`src/rtl/wdt_sup_pkg.sv`:
```
package wdt_sup_pkg;

  // Timeout in ticks for a select code: code 0 is the default, others a power-of-two ladder.
  function automatic int unsigned wd_limit(input logic [2:0] code,
                                           input int unsigned def_t,
                                           input int unsigned unit_t);
    if (code == 3'd0) return def_t;
    return unit_t << (int'(code) - 1);
  endfunction

endpackage

```
`src/rtl/wdt_sync.sv`:
```
module wdt_sync #(
  parameter int   STAGES  = 2,
  parameter logic RST_VAL = 1'b0
) (
  input  logic clk_i,
  input  logic rst_ni,
  input  logic d_i,
  output logic q_o
);
  logic [STAGES-1:0] sr_q;

  generate
    if (STAGES == 1) begin : g_one
      always_ff @(posedge clk_i or negedge rst_ni)
        if (!rst_ni) sr_q <= RST_VAL;
        else         sr_q <= d_i;
    end else begin : g_chain
      always_ff @(posedge clk_i or negedge rst_ni)
        if (!rst_ni) sr_q <= {STAGES{RST_VAL}};
        else         sr_q <= {sr_q[STAGES-2:0], d_i};
    end
  endgenerate

  assign q_o = sr_q[STAGES-1];
endmodule

```
`src/rtl/wdt_timer.sv`:
```
module wdt_timer
  import wdt_sup_pkg::*;
#(
  parameter int CNT_W  = 16,
  parameter int DEF_T  = 1500,
  parameter int UNIT_T = 100,
  parameter int GAP_T  = 2800
) (
  input  logic       clk_i,
  input  logic       rst_ni,
  input  logic       tick_i,
  input  logic       pwr_good_i,
  input  logic       dis_i,
  input  logic       in_rst_i,
  input  logic       wdi_s_i,
  input  logic [2:0] sel_i,
  output logic       wdo_o,
  output logic       timeout_o
);
  logic             prev_q, wdo_q, act, edge_det;
  logic [CNT_W-1:0] elapsed_q, limit;

  assign edge_det = wdi_s_i ^ prev_q;
  assign act      = pwr_good_i && !dis_i && !in_rst_i;
  // stuck mode (status low) uses the repeat gap instead of the programmed timeout
  assign limit    = wdo_q ? CNT_W'(wd_limit(sel_i, DEF_T, UNIT_T)) : CNT_W'(GAP_T);
  assign timeout_o = act && !edge_det && tick_i && (elapsed_q >= limit - CNT_W'(1));
  assign wdo_o    = wdo_q;

  always_ff @(posedge clk_i or negedge rst_ni) begin
    if (!rst_ni) begin
      prev_q    <= 1'b0;
      elapsed_q <= '0;
      wdo_q     <= 1'b1;
    end else begin
      prev_q <= wdi_s_i;
      if (!act || edge_det)  elapsed_q <= '0;
      else if (timeout_o)    elapsed_q <= '0;
      else if (tick_i)       elapsed_q <= elapsed_q + CNT_W'(1);

      if (!pwr_good_i || dis_i) wdo_q <= 1'b1;
      else if (edge_det)        wdo_q <= 1'b1;
      else if (timeout_o)       wdo_q <= 1'b0;
    end
  end


  wdo_parked_chk: assert property (@(posedge clk_i) disable iff (!rst_ni)
    (!pwr_good_i || dis_i) |=> wdo_o);

  wdo_fall_on_tick_chk: assert property (@(posedge clk_i) disable iff (!rst_ni)
    $fell(wdo_q) |-> $past(tick_i));
endmodule

```
`src/rtl/wdt_btn.sv`:
```
module wdt_btn #(
  parameter int CNT_W = 16,
  parameter int BTN_T = 1
) (
  input  logic clk_i,
  input  logic rst_ni,
  input  logic tick_i,
  input  logic btn_s_ni,
  input  logic in_rst_i,
  output logic start_o
);
  logic [CNT_W-1:0] cnt_q;
  logic             armed_q;

  always_ff @(posedge clk_i or negedge rst_ni) begin
    if (!rst_ni) begin
      cnt_q   <= '0;
      armed_q <= 1'b0;
    end else if (in_rst_i || btn_s_ni) begin
      cnt_q   <= '0;
      armed_q <= 1'b0;
    end else if (tick_i && !armed_q) begin
      if (cnt_q == CNT_W'(BTN_T - 1)) armed_q <= 1'b1;
      else                            cnt_q   <= cnt_q + CNT_W'(1);
    end
  end

  // request fires on release of a long-enough hold
  assign start_o = armed_q && btn_s_ni && !in_rst_i;
endmodule

```
`src/rtl/wdt_rst_gen.sv`:
```
module wdt_rst_gen #(
  parameter int CNT_W = 16,
  parameter int RST_T = 200
) (
  input  logic clk_i,
  input  logic rst_ni,
  input  logic tick_i,
  input  logic pwr_good_i,
  input  logic start_i,
  output logic in_rst_o
);
  logic [CNT_W-1:0] cnt_q;
  logic             in_rst_q;

  always_ff @(posedge clk_i or negedge rst_ni) begin
    if (!rst_ni) begin
      in_rst_q <= 1'b1;
      cnt_q    <= '0;
    end else if (!pwr_good_i) begin
      in_rst_q <= 1'b1;
      cnt_q    <= '0;
    end else if (start_i && !in_rst_q) begin
      in_rst_q <= 1'b1;
      cnt_q    <= '0;
    end else if (in_rst_q && tick_i) begin
      if (cnt_q == CNT_W'(RST_T - 1)) begin
        in_rst_q <= 1'b0;
        cnt_q    <= '0;
      end else begin
        cnt_q <= cnt_q + CNT_W'(1);
      end
    end
  end

  assign in_rst_o = in_rst_q;


  pwr_hold_chk: assert property (@(posedge clk_i) disable iff (!rst_ni)
    !pwr_good_i |=> in_rst_q);

  release_on_tick_chk: assert property (@(posedge clk_i) disable iff (!rst_ni)
    $fell(in_rst_q) |-> $past(tick_i) && $past(pwr_good_i));
endmodule

```
`src/rtl/wdt_reset_supervisor.sv`:
```
module wdt_reset_supervisor #(
  parameter int CNT_W       = 16,
  parameter int DEF_T       = 1500,
  parameter int UNIT_T      = 100,
  parameter int REPEAT_T    = 3000,
  parameter int RST_T       = 200,
  parameter int BTN_T       = 1,
  parameter int SYNC_STAGES = 2
) (
  input  logic       clk_i,
  input  logic       rst_ni,
  input  logic       tick_i,
  input  logic       pwr_good_i,
  input  logic       wd_dis_i,
  input  logic [2:0] wd_sel_i,
  input  logic       wdi_i,
  input  logic       btn_ni,
  output logic       rst_no,
  output logic       wdo_o
);
  localparam int GAP_T = REPEAT_T - RST_T;

  logic wdi_s, btn_s_n, in_rst, wd_timeout, btn_start;

  wdt_sync #(.STAGES(SYNC_STAGES), .RST_VAL(1'b0)) u_wdi_sync (
    .clk_i(clk_i), .rst_ni(rst_ni), .d_i(wdi_i), .q_o(wdi_s));

  wdt_sync #(.STAGES(SYNC_STAGES), .RST_VAL(1'b1)) u_btn_sync (
    .clk_i(clk_i), .rst_ni(rst_ni), .d_i(btn_ni), .q_o(btn_s_n));

  wdt_timer #(.CNT_W(CNT_W), .DEF_T(DEF_T), .UNIT_T(UNIT_T), .GAP_T(GAP_T)) u_timer (
    .clk_i(clk_i), .rst_ni(rst_ni), .tick_i(tick_i), .pwr_good_i(pwr_good_i),
    .dis_i(wd_dis_i), .in_rst_i(in_rst), .wdi_s_i(wdi_s), .sel_i(wd_sel_i),
    .wdo_o(wdo_o), .timeout_o(wd_timeout));

  wdt_btn #(.CNT_W(CNT_W), .BTN_T(BTN_T)) u_btn (
    .clk_i(clk_i), .rst_ni(rst_ni), .tick_i(tick_i), .btn_s_ni(btn_s_n),
    .in_rst_i(in_rst), .start_o(btn_start));

  wdt_rst_gen #(.CNT_W(CNT_W), .RST_T(RST_T)) u_rst (
    .clk_i(clk_i), .rst_ni(rst_ni), .tick_i(tick_i), .pwr_good_i(pwr_good_i),
    .start_i(wd_timeout | btn_start), .in_rst_o(in_rst));

  assign rst_no = ~in_rst;


  btn_starts_rst_chk: assert property (@(posedge clk_i) disable iff (!rst_ni)
    btn_start |=> !rst_no);

  timeout_both_low_chk: assert property (@(posedge clk_i) disable iff (!rst_ni)
    wd_timeout |=> (!rst_no && !wdo_o));

  init_ok_chk: assert property (@(posedge clk_i) disable iff (!rst_ni)
    $rose(rst_no) |-> $past(tick_i));
endmodule

```
`config.mk`:
```
export PLATFORM = sky130hd
export DESIGN_NAME = wdt_reset_supervisor
export DESIGN_NICKNAME = d
export VERILOG_FILES = /design/src/rtl/wdt_sup_pkg.sv /design/src/rtl/wdt_sync.sv /design/src/rtl/wdt_timer.sv /design/src/rtl/wdt_btn.sv /design/src/rtl/wdt_rst_gen.sv /design/src/rtl/wdt_reset_supervisor.sv
export SDC_FILE = /design/constraint.sdc
export NUM_CORES = 1
export LEC_CHECK = 0
export ABC_AREA = 1
export CORE_MARGIN = 10
export CORE_UTILIZATION = 60
export DETAILED_ROUTE_END_ITERATION = 6
export GPL_TIMING_DRIVEN = 0
export PLACE_DENSITY = 0.86
export SLEW_MARGIN = 10
export SYNTH_ARGS = -nofsm -noshare
export SYNTH_HDL_FRONTEND = slang
export SYNTH_SLANG_ARGS = --single-unit
```
`constraint.sdc`:
```
create_clock -name clk_i -period 3.1 [get_ports clk_i]
set_input_delay 0.93 -clock clk_i [delete_from_list [all_inputs] [get_ports clk_i]]
set_output_delay 0.93 -clock clk_i [all_outputs]
set_load 0.03 [all_outputs]
```
==> out/results.ini <==
[floorplanning]
die_h_um=103
core_um2=6720
dieArea_um2=10600
ioPinCount=12
core.rowCount=30
start_util_pct=61.2
die_x_um=103

[detailed_routing]
first_pass_iters=5
vias=4018
drc=0
ant_nets=0
avgViaCountPerCell=5.87
first_iter_violations=271
post_drt_wl_per_cell_um=15.4
drt_wl_total_um=10600

[timing]
slew_viol_final=0
rsz0062_at_grt=true
tns_ps=-8570
relSlewSlack_pct=51.8
setup_viol=34
worstMarginPinSlew_ps=716
worst_hold_slack_ps=358
clock_skew_ps=12.7
finalWorstSetupSlack_ps=-309
fmax_mhz=293
period_share_pct=110
finalHoldViolations=0
fin_crit_ps=3410

[clock_tree]
clk_pin_slew_ps=100
clk-insertion-delay-late_ps=310
clockRootBuffer=clkbuf_8
ctsHoldBuffers=0
cts.sinks=56
cts_buffers=5
htree_levels=2
clockBufferDepth=2
cts_tree=done

[power]
leakage_nw=2.31
total_power_mw=1.58
sw_frac_of_total_pct=26.2
power.internal_mw=1.16
peakVddDrop_mv=0.395
pwr-share-comb_pct=16.8
p_clk_share_pct=35.8
p_seq_share_pct=47.4
p_sw_mw=0.414
power_density_nw_per_um2=329

[yosys]
synth_fa_ha_area_share_pct=6.38
synthesis.area_um2=4120
synthCells=567
synth_top_family_by_area=simple AND/OR/NAND/NOR gates
synthXorXnorAreaFrac_pct=7.21
synth-simple-area-share_pct=34.4
synth.distinct_cells=38
synth_flop_cell=dfrtp_1
synth_compound_area_share_pct=7.78
synth-seq-cells=56
synthMuxAreaShare_pct=0
synth_edf_count=0
yosysWarningCount=0
avgSynthCellArea_um2=7.26
seq_area_frac_synth_pct=34.2
ys_async_sr_fraction_pct=100

[worst_setup_path]
cp_top_family=simple AND/OR/NAND/NOR gates
start_kind=input pin
worstSetupPathType=in -> reg
path_max_fanout=5
path_buf_inv=5
crit_slowest_cell=ha_1
endpoint_kind=register
crit_chain=buf_8 -> buf_4 -> nor2_4 -> inv_2 -> nand2_1 -> nand2_1 -> nand3_1 -> nand2_2 -> nor3_4 -> nand2_1 -> xnor2_1 -> ha_1 -> nand2_1 -> inv_1 -> nand2_1 -> nand2_1 -> a21oi_2 -> nand2_4 -> buf_4 -> nor2_4 -> o21ai_1 -> o22ai_1
cpPeakStageDelay_ps=270
critPathArrivalTime_ps=3640
crit_required_ps=3340
cp_common_cell=nand2_1

[global_route]
grt_max_degree=36
overflow=0
grt_pass1_vias=3865
gr-usage-all-layers_pct=20.2
antenna_found_initial=0
grt_pass1_wl_um=17500

[hold_path]
min_path_type=reg -> reg

[layout]
diodes=0
mostFrequentLayoutCells=114 x nand2_1, 74 x inv_1, 58 x nand3_1
syn2layout_area_growth_pct=16.4
layout_commonest_cell=nand2_1
drive_above_1_share_pct=16.1
fin_nets=634
nFillCells=484

[status]
violations=setup timing
outcome=finished with violations

[placement]
place.port_buffers=10
hpwl_um=6980
gp_congestion=0.947

[flow_run]
drv_cap=0

## through the flow
stage	std cells	instance area, um2	util (%)	setup WS [ps]
2_1_floorplan	568	4150	-	-395
3_3_place_gp	658	4350	64.7	-1360
3_5_place_dp	659	4360	64.9	-1450
4_1_cts	680	4710	70.1	-223
5_1_grt	684	4790	71.3	-507
6_report	684	4790	71.3	-309
## worst reg2reg max path: cells and delay by family (launching register included)
kind                     cells  cell delay [ps]
AND/OR/NAND/NOR              8              860
flip-flops                   1              640
AO/OA/AOI/OAI                4              580
buffers and inverters        4              450
adder cells (fa/ha/maj)      1              270
XOR/XNOR                     1              130
## power by group through the flow
stage                     Clock (mW)  Combinational, mW  Sequential (mW)
final                          0.564              0.266            0.747
after global placement             0              0.206            0.761
after global routing           0.597              0.293            0.749
after floorplan                    0              0.148            0.760
after detailed placement           0              0.217            0.761
after CTS                      0.576              0.240            0.747
## layer usage
layer  up-vias  GRT usage, %  share of wire, %
met1      1891          24.5                41
met5         -             0                 0
li1       1953             -                 -
met3        34          3.02               4.4
met2       140          34.8                51
met4         0          8.45               3.4
## final timing paths
kind                       cells past startpoint                          endpoint  slack [ps]                          from
setup reg to reg                              18  u_timer.elapsed_q[2]$_DFFE_PN0P_          90     u_timer.wdo_o$_DFFE_PN1P_
setup / recovery                              22  u_timer.elapsed_q[2]$_DFFE_PN0P_        -310                   wd_sel_i[1]
min in group asynchronous                      1          u_timer.prev_q$_DFF_PN0_         580                        rst_ni
hold reg to reg                                0      u_wdi_sync.sr_q[1]$_DFF_PN0_         360  u_wdi_sync.sr_q[0]$_DFF_PN0_
max in group asynchronous                      2      u_btn_sync.sr_q[1]$_DFF_PN1_        1880                        rst_ni
hold / removal                                 0      u_wdi_sync.sr_q[1]$_DFF_PN0_         360  u_wdi_sync.sr_q[0]$_DFF_PN0_
## Yosys cell counts (2+ instances only)
master / count / area [um2]
dfrtp_1: 52 / 1300
o21ai_0: 19 / 95.1
nand2_2: 3 / 18.8
a21oi_2: 2 / 17.5
o22ai_1: 7 / 43.8
nand3b_1: 3 / 22.5
xnor2_1: 3 / 26.3
ha_1: 21 / 263
nor2_2: 2 / 12.5
buf_2: 8 / 40.0
nand2_1: 119 / 447
nand4_1: 36 / 225
nor2_1: 45 / 169
nor3_1: 18 / 90.1
buf_6: 3 / 33.8
nor3_2: 4 / 40.0
dfstp_2: 4 / 105
or2_2: 2 / 12.5
inv_2: 6 / 22.5
inv_1: 79 / 297
a21oi_1: 6 / 30.0
clkbuf_1: 3 / 11.3
xor2_1: 29 / 254
o21ai_1: 16 / 80.1
nand3_1: 61 / 305
nor2_4: 4 / 45.0
## state kept, by name (all words and copies together) (netlist names)
signal,count
u_btn.cnt_q,16
u_rst.cnt_q,16
u_timer.elapsed_q,16
u_btn_sync.sr_q,2
u_wdi_sync.sr_q,2
u_btn.armed_q,1
u_rst.in_rst_o,1
u_timer.prev_q,1
u_timer.wdo_o,1
## layout make-up
class	count	area (um2)	area share (%)
Inverter	85	339	7.08
Tap cell	80	100	2.09
Sequential cell	56	1410	29.3
Timing Repair Buffer	27	254	5.30
Clock buffer	6	72.6	1.51
Buffer	15	91.3	1.91
Multi-Input combinational cell	413	2470	51.5
Clock inverter	2	60.1	1.25
## cells by family after synthesis
group / Yosys count
compound gates: 56
xor+xnor: 33
fa+ha+maj: 21
buf+inv: 100
flops: 56
other cells: 1
simple gates: 300
## timing repair
action	CTS	global route
pin swaps	22	21
resized for setup	42	16
cloned	2	0
hold endpoints to repair	0	0
buffers inserted	11	4
endpoints found under the setup margin	34	34
Note: power is estimated with default switching activity, not from simulation.
